--- src/rtl/plru_pkg.sv ---
package plru_pkg;

    // Response state of the victim port.
    typedef enum logic [0:0] {
        ST_IDLE    = 1'b0,
        ST_DELIVER = 1'b1
    } vic_state_e;

    // Replacement policy selected by the mode input.
    typedef enum logic [0:0] {
        POL_TREE   = 1'b0,
        POL_RANDOM = 1'b1
    } vic_policy_e;

endpackage

--- src/rtl/plru_node_store.sv ---
module plru_node_store #(
    parameter int NUM_SETS = 16,
    parameter int WAYS     = 8,
    localparam int SET_W   = $clog2(NUM_SETS),
    localparam int WAY_W   = $clog2(WAYS),
    localparam int NODES   = WAYS - 1
) (
    input  logic             clk,
    input  logic             rst_n,
    input  logic             acc_valid,
    input  logic [SET_W-1:0] acc_set,
    input  logic [WAY_W-1:0] acc_way,
    input  logic [SET_W-1:0] rd_set,
    output logic [NODES-1:0] rd_nodes
);

    logic [NODES-1:0] node_q [NUM_SETS];
    logic [NODES-1:0] upd_mask;
    logic [NODES-1:0] upd_val;

    // Nodes on the path to a way: at level l the node index is
    // (2^l - 1) + (way prefix of l bits).
    function automatic logic [NODES-1:0] path_mask(input logic [WAY_W-1:0] w);
        logic [NODES-1:0] m;
        m = '0;
        for (int l = 0; l < WAY_W; l++) begin
            m[(1 << l) - 1 + int'(w >> (WAY_W - l))] = 1'b1;
        end
        return m;
    endfunction

    // Bit written at each path node: 1 when the way lies in the left subtree.
    function automatic logic [NODES-1:0] path_val(input logic [WAY_W-1:0] w);
        logic [NODES-1:0] v;
        v = '0;
        for (int l = 0; l < WAY_W; l++) begin
            v[(1 << l) - 1 + int'(w >> (WAY_W - l))] = ~w[WAY_W-1-l];
        end
        return v;
    endfunction

    always_comb begin
        upd_mask = path_mask(acc_way);
        upd_val  = path_val(acc_way);
    end

    generate
        for (genvar s = 0; s < NUM_SETS; s++) begin : g_set
            always_ff @(posedge clk or negedge rst_n) begin
                if (!rst_n) begin
                    node_q[s] <= '0;
                end else if (acc_valid && (acc_set == SET_W'(s))) begin
                    node_q[s] <= (node_q[s] & ~upd_mask) | (upd_val & upd_mask);
                end
            end

            AST_OTHER_SET_HELD: assert property (@(posedge clk) disable iff (!rst_n)
                !(acc_valid && (acc_set == SET_W'(s))) |=> $stable(node_q[s]))
                else $error("set changed without an access to it");
        end
    endgenerate

    assign rd_nodes = node_q[rd_set];

    // Checker-side victim walk, written in prefix form.
    function automatic logic [WAY_W-1:0] first_victim(input logic [NODES-1:0] n);
        int prefix;
        prefix = 0;
        for (int l = 0; l < WAY_W; l++) begin
            prefix = prefix * 2 + int'(n[(1 << l) - 1 + prefix]);
        end
        return WAY_W'(prefix);
    endfunction

    AST_MRU_NOT_VICTIM: assert property (@(posedge clk) disable iff (!rst_n)
        acc_valid |=> (first_victim(node_q[$past(acc_set)]) != $past(acc_way)))
        else $error("just-accessed way selected as victim");

endmodule

--- src/rtl/plru_tree_walk.sv ---
module plru_tree_walk #(
    parameter int WAYS    = 8,
    localparam int WAY_W  = $clog2(WAYS),
    localparam int NODES  = WAYS - 1
) (
    input  logic [NODES-1:0] nodes,
    output logic [WAY_W-1:0] victim
);

    // Descend from the root, leaving each node on the side not used last.
    always_comb begin
        int   idx;
        logic b;
        idx    = 0;
        victim = '0;
        for (int l = 0; l < WAY_W; l++) begin
            b                   = nodes[idx];
            victim[WAY_W-1-l]   = b;
            idx                 = 2 * idx + 1 + int'(b);
        end
    end

endmodule

--- src/rtl/plru_lfsr.sv ---
module plru_lfsr #(
    parameter int              WIDTH = 8,
    parameter int              OUT_W = 3,
    parameter logic [WIDTH-1:0] SEED = WIDTH'(1),
    parameter logic [WIDTH-1:0] TAPS = WIDTH'(8'hB8)
) (
    input  logic             clk,
    input  logic             rst_n,
    output logic [OUT_W-1:0] rnd
);

    logic [WIDTH-1:0] q;
    logic             fb;

    assign fb = ^(q & TAPS);

    always_ff @(posedge clk or negedge rst_n) begin
        if (!rst_n) begin
            q <= SEED;
        end else begin
            q <= {q[WIDTH-2:0], fb};
        end
    end

    assign rnd = q[OUT_W-1:0];

    AST_LFSR_NONZERO: assert property (@(posedge clk) disable iff (!rst_n)
        q != '0)
        else $error("shift register reached zero");

    AST_LFSR_SHIFTS: assert property (@(posedge clk) disable iff (!rst_n)
        1'b1 |=> (q[WIDTH-1:1] == $past(q[WIDTH-2:0])))
        else $error("shift register did not shift");

endmodule

--- src/rtl/plru_victim_fsm.sv ---
module plru_victim_fsm
    import plru_pkg::*;
#(
    parameter int WAY_W = 3
) (
    input  logic             clk,
    input  logic             rst_n,
    input  logic             vic_req,
    input  logic             rand_mode,
    input  logic [WAY_W-1:0] tree_way,
    input  logic [WAY_W-1:0] rnd_way,
    output logic             vic_valid,
    output logic [WAY_W-1:0] vic_way
);

    vic_state_e  state_q;
    vic_state_e  state_d;
    vic_policy_e policy;
    logic [WAY_W-1:0] way_q;

    assign policy = vic_policy_e'(rand_mode);

    always_comb begin
        state_d = state_q;
        unique case (state_q)
            ST_IDLE:    state_d = vic_req ? ST_DELIVER : ST_IDLE;    // request accepted / stay idle
            ST_DELIVER: state_d = vic_req ? ST_DELIVER : ST_IDLE;    // back-to-back / release
            default:    state_d = ST_IDLE;
        endcase
    end

    // State register.
    always_ff @(posedge clk or negedge rst_n) begin
        if (!rst_n) begin
            state_q <= ST_IDLE;
        end else begin
            state_q <= state_d;
        end
    end

    // Output register: answer captured in the request cycle.
    always_ff @(posedge clk or negedge rst_n) begin
        if (!rst_n) begin
            way_q <= '0;
        end else if (vic_req) begin
            way_q <= (policy == POL_RANDOM) ? rnd_way : tree_way;
        end
    end

    assign vic_valid = (state_q == ST_DELIVER);
    assign vic_way   = way_q;

    AST_REQ_ANSWERED: assert property (@(posedge clk) disable iff (!rst_n)
        vic_req |=> vic_valid)
        else $error("request not answered");

    AST_NO_SPURIOUS_VALID: assert property (@(posedge clk) disable iff (!rst_n)
        !vic_req |=> !vic_valid)
        else $error("valid without request");

    AST_RANDOM_PICK: assert property (@(posedge clk) disable iff (!rst_n)
        (vic_req && rand_mode) |=> (vic_way == $past(rnd_way)))
        else $error("random victim mismatch");

    AST_TREE_PICK: assert property (@(posedge clk) disable iff (!rst_n)
        (vic_req && !rand_mode) |=> (vic_way == $past(tree_way)))
        else $error("tree victim mismatch");

endmodule

--- src/rtl/plru_victim_sel.sv ---
module plru_victim_sel #(
    parameter int NUM_SETS = 16,
    parameter int WAYS     = 8,
    parameter int RND_W    = 8,
    localparam int SET_W   = $clog2(NUM_SETS),
    localparam int WAY_W   = $clog2(WAYS),
    localparam int NODES   = WAYS - 1
) (
    input  logic             clk,
    input  logic             rst_n,
    input  logic             acc_valid,
    input  logic [SET_W-1:0] acc_set,
    input  logic [WAY_W-1:0] acc_way,
    input  logic             vic_req,
    input  logic [SET_W-1:0] vic_set,
    input  logic             rand_mode,
    output logic             vic_valid,
    output logic [WAY_W-1:0] vic_way
);

    logic [NODES-1:0] req_nodes;
    logic [WAY_W-1:0] tree_way;
    logic [WAY_W-1:0] rnd_way;

    plru_node_store #(
        .NUM_SETS (NUM_SETS),
        .WAYS     (WAYS)
    ) u_store (
        .clk       (clk),
        .rst_n     (rst_n),
        .acc_valid (acc_valid),
        .acc_set   (acc_set),
        .acc_way   (acc_way),
        .rd_set    (vic_set),
        .rd_nodes  (req_nodes)
    );

    plru_tree_walk #(
        .WAYS (WAYS)
    ) u_walk (
        .nodes  (req_nodes),
        .victim (tree_way)
    );

    plru_lfsr #(
        .WIDTH (RND_W),
        .OUT_W (WAY_W)
    ) u_lfsr (
        .clk   (clk),
        .rst_n (rst_n),
        .rnd   (rnd_way)
    );

    plru_victim_fsm #(
        .WAY_W (WAY_W)
    ) u_fsm (
        .clk       (clk),
        .rst_n     (rst_n),
        .vic_req   (vic_req),
        .rand_mode (rand_mode),
        .tree_way  (tree_way),
        .rnd_way   (rnd_way),
        .vic_valid (vic_valid),
        .vic_way   (vic_way)
    );

    AST_RESET_IDLE: assert property (@(posedge clk) $rose(rst_n) |-> !vic_valid)
        else $error("valid high out of reset");

endmodule

--- config.mk ---
export PLATFORM = sky130hd
export DESIGN_NAME = plru_victim_sel
export DESIGN_NICKNAME = d
export VERILOG_FILES = /design/src/rtl/plru_pkg.sv /design/src/rtl/plru_node_store.sv /design/src/rtl/plru_tree_walk.sv /design/src/rtl/plru_lfsr.sv /design/src/rtl/plru_victim_fsm.sv /design/src/rtl/plru_victim_sel.sv
export SDC_FILE = /design/constraint.sdc
export NUM_CORES = 1
export LEC_CHECK = 0
export ABC_AREA = 1
export BUFFER_PORTS_ARGS = -buffer_cell sky130_fd_sc_hd__buf_4
export CAP_MARGIN = 20
export CORE_AREA = 2 2 123 149
export CTS_BUF_LIST = sky130_fd_sc_hd__clkbuf_4 sky130_fd_sc_hd__clkbuf_8
export DETAILED_ROUTE_END_ITERATION = 10
export DIE_AREA = 0 0 125 151
export PLACE_DENSITY_LB_ADDON = 0.1
export SYNTH_ARGS = -nofsm -noshare
export SYNTH_HDL_FRONTEND = slang
export SYNTH_SLANG_ARGS = --single-unit
--- constraint.sdc ---
create_clock -name clk -period 2.3 [get_ports clk]
set_clock_uncertainty 0.2 [all_clocks]
set_input_delay 0 -clock clk [delete_from_list [all_inputs] [get_ports clk]]
set_output_delay 0 -clock clk [all_outputs]
set_load 0.01 [all_outputs]
==> impl_metrics.tcl, run 1 <==
set metrics [dict create \
    synth.distinct_cells 28 \
    cp_data_required_time_ns 2.45 \
    max-clock-path-buffers 2 \
    worst_setup_path_start_kind "register" \
    post-synth-top-area-cell "sky130_fd_sc_hd__dfrtp_1" \
    worst_r2r_path_depth 20 \
    crit_chain "inv_1 -> nand2_1 -> nand3_1 -> nand3_2 -> nand3_2 -> nand2_2 -> inv_2 -> nand2_2 -> nand2_2 -> inv_2 -> ha_4 -> inv_1 -> nand2_1 -> nor2_2 -> a21oi_2 -> nand2_1 -> nand2_1 -> nand2_1 -> nand2_1 -> nand2_1" \
    finalCoreUtilization_pct 43.01 \
    post_synthesis_net_count 823 \
    outcome "finished clean" \
    worstReg2RegEnd "u_fsm.vic_way[0]$_DFFE_PN0P_" \
    static-leakage-power_nw 3.489 \
    routed-via-count 5604 \
    mappedNetlistArea_um2 6195 \
    fin_crit_sh_pct 95.97 \
    wire_length_of_the_first_global_routing_pass_um 30700 \
    maxCapViolations 0 \
    crit_end_element "register" \
    ctsHtreeMaxLevel 4 \
    post_drt_via_cell_ratio 5.179 \
    reg2reg_slack_ns 0.09 \
    critical_path.max_stage_delay_ns 0.39 \
    crit_path_start "u_store.node_q[105]$_DFFE_PN0P_" \
    worst_ir_drop_vdd_v 0.0003279 \
    gp_routability_congestion 0.8171 \
    syn-instance-count 802 \
    timing_hold_violations_final 0 \
    hold_path.startpoint "vic_set[3]" \
    dp_hpwl_um 12190 \
    arrival_ns 2.35 \
    cts_made_buffers 17 \
    post_drt_wl_per_cell_um 17.39 \
    antennaDiodeCount 0 \
    min_delay_worst_endpoint "u_fsm.vic_way[0]$_DFFE_PN0P_" \
    cts_tree "yes" \
    setup_viol_count_final 0 \
    antenna_found_initial 0 \
    cp_slowest_cell "sky130_fd_sc_hd__dfrtp_1" \
    hold_depth 10 \
    groute.usage.overall_pct 20.89 \
    max_slew.worst_pin.slew_ns 0.7858 \
    period_minus_slack_ns 2.207 \
    synth_area_leaders "sky130_fd_sc_hd__dfrtp_1, sky130_fd_sc_hd__nand2_1, sky130_fd_sc_hd__o21ai_0" \
    setup_ws_ns 0.09266 \
    timing.critical_path.fanout_max 3 \
    cellPowerDensity_nw_per_um2 802.7 \
    post_route_cells_drive_above_1_share_pct 14.27 \
    design.portCount 20 \
    grt_max_degree 47 \
    drt-pass1-iter-count 5 \
    grt.overflow.total 0 \
    number_of_global_route_vias_before_repair 5633 \
    synth.ff_latch_count 124 \
    die_height_um 151 \
    report.final.slew_viol_count 0 \
    area_growth_syn_to_layout_pct 20.64 \
    seq_area_frac_synth_pct 50.11 \
    initial_utilization_pct 35.65 \
    filler_cell_count 1773 \
    ys_top_cells_by_count "sky130_fd_sc_hd__nand2_1, sky130_fd_sc_hd__dfrtp_1, sky130_fd_sc_hd__o21ai_0" \
    most_repeated_cell_in_the_gate_level_netlist_after_synthesis "sky130_fd_sc_hd__nand2_1" \
    fmax_mhz 453.0 \
    worst_slew_margin_rel_pct 47.42 \
    synth_enable_flop_cells 0 \
    core_area_um2 17370 \
    sinks_on_the_clock_net 124 \
    ys_async_sr_fraction_pct 100.0 \
    die_w_um 125 \
    postSynthAreaPerCell_um2 7.724 \
    synth-warning-count 0 \
    starting_drt_drc_count 385 \
    remaining_drc_errors 0 \
    fin_nets 870 \
    worst_path_most_repeated_cell "sky130_fd_sc_hd__nand2_1" \
    clk-insertion-delay-late_ns 0.45 \
    numPortBuffers 19 \
    ys_dominant_reg_cell "sky130_fd_sc_hd__dfrtp_1" \
    clock_transition_at_the_registers_of_the_reported_paths_ns 0.08 \
    class_of_the_most_critical_setup_path "reg2reg" \
    placement.setup.worst_slack_ns -0.04508 \
    core.rowCount 53 \
    synthDominantCellAreaShare_pct 49.69 \
    postRouteAntennaNets 0 \
    clk_root_buffer_cell "sky130_fd_sc_hd__clkbuf_8" \
    holdCritPathClass "in2reg" \
    routed_wirelength_um 18810 \
    unrepaired_setup_endpoints_after_global_routing "true" \
    rr_startpoint "u_store.node_q[105]$_DFFE_PN0P_" \
    dieArea_um2 18880 \
]
## kinds of logic after synthesis
logic type / after synthesis / synth area share (%)
compound gates: 204 / 17.83
fa+ha+maj: 5 / 1.010
buf+inv: 114 / 7.695
xor+xnor: 3 / 0.4242
flops: 124 / 50.11
simple gates: 352 / 22.92
## cell usage in the layout (no fill, tap or decap), drive strengths merged, types with 2 or more instances in the layout
| cell type | count |
|---|---|
| dfrtp | 123 |
| xnor2 | 2 |
| a21oi | 62 |
| o21ai | 82 |
| or2 | 3 |
| inv | 55 |
| o211ai | 2 |
| clkbuf | 20 |
| o21a | 2 |
| bufinv | 3 |
| a31oi | 55 |
| clkinv | 8 |
| ha | 5 |
| buf | 67 |
| nor2 | 76 |
| dlygate4sd3 | 18 |
| clkinvlp | 2 |
| nand3 | 62 |
| nand2 | 209 |
## metrics by stage
stage	hold slack (ns)	TNS, ns	instances	power (mW)	area, µm²
detailed placement	-0.2246	-0.04508	1026	3.904	6744
CTS	0.0004989	0	1078	6.015	7373
global placement	-0.2352	-0.03731	1026	3.878	6744
global route	0.1297	-0.1073	1082	6.380	7473
finish	0.04678	0	1082	5.999	7473
floorplan	-0.4956	0	802	3.507	6195
## routing by layer
layer	part of all wire, %	global-route usage, %	vias up
met3	3.6	3.532	28
met5	0	0	-
li1	-	-	2742
met2	46	33.80	139
met4	2.6	8.556	0
met1	48	28.04	2695
## worst max-delay path: cells and delay by family, from the launching register on
kind                       cells  cell delay [ns]
and+or+nand+nor               14             0.91
DFF                            1             0.39
adders and majority gates      1             0.26
buffers and inverters          4             0.23
AOI/OAI and AO/OA              1             0.12
## what timing repair did
item / in CTS / in global routing
endpoints found under the hold margin: 222 / 0
hold buffers: 20 / 0
gates resized for setup: 0 / 16
setup buffers: 0 / 4
endpoints found under the setup margin: 0 / 7
## how the worst max path moves through the flow
stage | end | cells after the start
after floorplan | u_fsm.vic_way[0]$_DFFE_PN0P_ | 20
after global placement | u_fsm.vic_way[0]$_DFFE_PN0P_ | 19
after detailed placement | u_fsm.vic_way[0]$_DFFE_PN0P_ | 19
after CTS | u_fsm.vic_way[0]$_DFFE_PN0P_ | 20
after global routing | u_fsm.vic_way[0]$_DFFE_PN0P_ | 20
final | u_fsm.vic_way[0]$_DFFE_PN0P_ | 20
## report_power, final
part	internal (mW)	switching, mW
logic	0.499	0.687
clock network	1.15	0.901
registers	2.56	0.202
## cell type report
type                            count  area, µm²  area share (%)
Inverter                           56      210.2           2.813
Clock buffer                       20      275.3           3.683
Clock inverter                     12      143.9           1.925
Sequential cell                   124       3104           41.54
Tap cell                          220      275.3           3.683
Timing Repair Buffer               86      783.3           10.48
Multi-Input combinational cell    564       2681           35.88
No activity file was read; power rests on OpenSTA's default activity.
==> run 2: changes to the inputs <==
--- a/config.mk
+++ b/config.mk
@@ -12,7 +12,7 @@
 export CTS_BUF_LIST = sky130_fd_sc_hd__clkbuf_4 sky130_fd_sc_hd__clkbuf_8
 export DETAILED_ROUTE_END_ITERATION = 10
 export DIE_AREA = 0 0 125 151
-export PLACE_DENSITY_LB_ADDON = 0.1
+export PLACE_DENSITY = 0.6
 export SYNTH_ARGS = -nofsm -noshare
 export SYNTH_HDL_FRONTEND = slang
 export SYNTH_SLANG_ARGS = --single-unit
==> run 2 against run 1 <==
Sequential share of layout area grew 0.79 points. Flip-flop and latch count did not move. Cell area fell by 1.9%. Power is 5.0% lower. Non-clock buffer count shrank 6. Critical endpoint unchanged.
==> impl_metrics.tcl, run 2 (synthesis results as in run 1) <==
set metrics [dict create \
    initial_utilization_pct 35.65 \
    timing_hold_violations_final 0 \
    critical_path.max_stage_delay_ns 0.38 \
    max_slew.worst_pin.slew_ns 0.6652 \
    crit_end_element "register" \
    routed_wirelength_um 17240 \
    worst_path_most_repeated_cell "sky130_fd_sc_hd__nand2_1" \
    hold_depth 2 \
    clk_root_buffer_cell "sky130_fd_sc_hd__clkbuf_8" \
    power.combinational.fraction_pct 19.8 \
    cp_endpoint "u_fsm.vic_way[0]$_DFFE_PN0P_" \
    maxCapViolations 0 \
    arrival_ns 2.37 \
    internal_cell_power_mw 3.928 \
    worstReg2RegEnd "u_fsm.vic_way[0]$_DFFE_PN0P_" \
    die_w_um 125 \
    filler_cell_count 1749 \
    setup_viol_count_final 0 \
    power.sequential.fraction_pct 48.4 \
    timing.critical_path.fanout_max 4 \
    grt_most_used_layer "met2" \
    dp_hpwl_um 10890 \
    postRouteAntennaNets 0 \
    reg2reg_slack_ns 0.06 \
    timing.critical_path.buf_inv 4 \
    clock_transition_at_the_registers_of_the_reported_paths_ns 0.08 \
    post_drt_wl_per_cell_um 16.02 \
    number_of_global_route_vias_before_repair 5158 \
    worst_setup_path_start_kind "register" \
    design.portCount 20 \
    antenna_found_initial 0 \
    max-clock-path-buffers 2 \
    post_route_cells_drive_above_1_share_pct 12.85 \
    worst_path_dominant_cell_family "simple AND/OR/NAND/NOR gates" \
    cp_num_cells 20 \
    cellPowerDensity_nw_per_um2 776.6 \
    cp_slowest_cell "sky130_fd_sc_hd__dfrtp_1" \
    gp_routability_congestion 0.8517 \
    unrepaired_setup_endpoints_after_global_routing "true" \
    cts_tree "yes" \
    grt_util_met3_pct 2.402 \
    report.final.slew_viol_count 0 \
    ctsHtreeMaxLevel 4 \
    grt_util_met2_pct 31.55 \
    grtUsageMet1_pct 25.51 \
    worst_slew_margin_rel_pct 55.49 \
    grt_max_degree 50 \
    core.rowCount 53 \
    crit_chain "inv_1 -> nand2_1 -> nand3_1 -> nand3_1 -> nand3_1 -> nand2_2 -> inv_4 -> nand2_2 -> nand2_2 -> inv_1 -> ha_4 -> inv_1 -> nand2_1 -> nor2_1 -> a21oi_2 -> nand2_1 -> nand2_1 -> nand2_1 -> nand2_1 -> nand2_1" \
    drt-pass1-iter-count 5 \
    cp_data_required_time_ns 2.43 \
    layout.cells.most_common_list "sky130_fd_sc_hd__nand2_1, sky130_fd_sc_hd__dfrtp_1, sky130_fd_sc_hd__o21ai_0" \
    crit_path_start "u_store.node_q[0]$_DFFE_PN0P_" \
    grt.overflow.total 0 \
    sw_share_pct 31.03 \
    sinks_on_the_clock_net 124 \
    die_height_um 151 \
    report.power.total_mw 5.696 \
    period_minus_slack_ns 2.242 \
    fin_nets 864 \
    multi_input_area_um2 2645 \
    final-seq-area_um2 3104 \
    outcome "finished clean" \
    most_common_cell_after_layout_fill_and_taps_aside "sky130_fd_sc_hd__nand2_1" \
    area_growth_syn_to_layout_pct 18.40 \
    cts_made_buffers 17 \
    worst_r2r_path_depth 20 \
    dieArea_um2 18880 \
    switchingPower_mw 1.768 \
    clk-insertion-delay-late_ns 0.43 \
    worst_ir_drop_vdd_v 0.0003418 \
    holdCritPathClass "in2reg" \
    static-leakage-power_nw 3.412 \
    groute.usage.overall_pct 18.74 \
    core_area_um2 17370 \
    rr_startpoint "u_store.node_q[0]$_DFFE_PN0P_" \
    numPortBuffers 19 \
    routed-via-count 5582 \
    post_drt_via_cell_ratio 5.188 \
    fin_crit_sh_pct 97.48 \
    class_of_the_most_critical_setup_path "reg2reg" \
    wire_length_of_the_first_global_routing_pass_um 28030 \
    remaining_drc_errors 0 \
    starting_drt_drc_count 619 \
    antennaDiodeCount 0 \
    fmax_mhz 446.0 \
    power.clock.fraction_pct 31.8 \
    finalSetupTns_ns 0 \
]
-- run 2: cell count changes in the layout (fill, tap and decap cells not counted), sizes merged --
cell          before  now
buf               67   63
bufinv             3    1
clkbuf            20   19
clkinv             8    9
clkinvlp           2    3
dlygate4sd3       18   17
dlymetal6s4s       1    0
inv               55   56
-- run 2: stage by stage --
step                      hold slack (ns)  setup slack [ns]  util, %  instance area, µm²  instances
final                             0.04587           0.05788    42.22                7335       1076
after global routing              0.04919          -0.08466    42.22                7335       1076
after CTS                        0.003092           0.01590    42.07                7310       1077
after detailed placement          -0.2874           0.02487    38.82                6744       1026
after global placement            -0.2878           0.06498    38.82                6744       1026
after floorplan                   -0.4956            0.2122        -                6195        802
-- run 2: repair_timing --
item                                    in CTS  in global routing
hold buffers                                19                  0
resized for setup                            0                 10
setup buffers                                0                  1
endpoints found under the hold margin      214                  0
endpoints found under the setup margin       0                 27
-- run 2: worst min path at each step --
| stage | from | endpoint | slack (ns) |
|---|---|---|---|
| 2_1_floorplan | rst_n | async pin | -0.50 |
| 3_3_place_gp | rst_n | async pin | -0.29 |
| 3_5_place_dp | rst_n | async pin | -0.29 |
| 4_1_cts | vic_set[3] | u_fsm.vic_way[2]$_DFFE_PN0P_ | 0.003 |
| 5_1_grt | vic_req | u_fsm.vic_valid$_DFF_PN0_ | 0.05 |
| 6_report | vic_req | u_fsm.vic_valid$_DFF_PN0_ | 0.05 |
-- run 2: layer usage --
metal / vias up / share of wire, %
met2: 174 / 48
li1: 2736 / -
met4: 0 / 0.87
met5: - / 0
met1: 2659 / 47
met3: 13 / 4.8
-- run 2: cell type report --
class / instances / area share [%]
Clock buffer: 19 / 3.480
Clock inverter: 13 / 1.638
Inverter: 56 / 2.900
Multi-Input combinational cell: 564 / 36.06
Sequential cell: 124 / 42.32
Tap cell: 220 / 3.753
Timing Repair Buffer: 80 / 9.843
-- run 2: power groups by stage --
stage | Sequential (mW) | Combinational [mW] | Clock [mW]
5_1_grt | 2.80 | 1.30 | 1.94
3_3_place_gp | 2.79 | 1.07 | 0
6_report | 2.76 | 1.13 | 1.81
4_1_cts | 2.75 | 1.11 | 1.86
2_1_floorplan | 2.75 | 0.760 | 0
3_5_place_dp | 2.79 | 1.09 | 0
-- run 2: worst register-to-register path: stages (launching register included) --
cell                      delay (ns)
sky130_fd_sc_hd__dfrtp_1        0.38
sky130_fd_sc_hd__inv_1          0.05
sky130_fd_sc_hd__nand2_1        0.04
sky130_fd_sc_hd__nand3_1        0.08
sky130_fd_sc_hd__nand3_1        0.10
sky130_fd_sc_hd__nand3_1        0.10
sky130_fd_sc_hd__nand2_2        0.09
sky130_fd_sc_hd__inv_4          0.09
sky130_fd_sc_hd__nand2_2        0.06
sky130_fd_sc_hd__nand2_2        0.07
sky130_fd_sc_hd__inv_1          0.07
sky130_fd_sc_hd__ha_4           0.27
sky130_fd_sc_hd__inv_1          0.05
sky130_fd_sc_hd__nand2_1        0.06
sky130_fd_sc_hd__nor2_1         0.05
sky130_fd_sc_hd__a21oi_2        0.13
sky130_fd_sc_hd__nand2_1        0.06
sky130_fd_sc_hd__nand2_1        0.05
sky130_fd_sc_hd__nand2_1        0.04
sky130_fd_sc_hd__nand2_1        0.05
sky130_fd_sc_hd__nand2_1        0.04
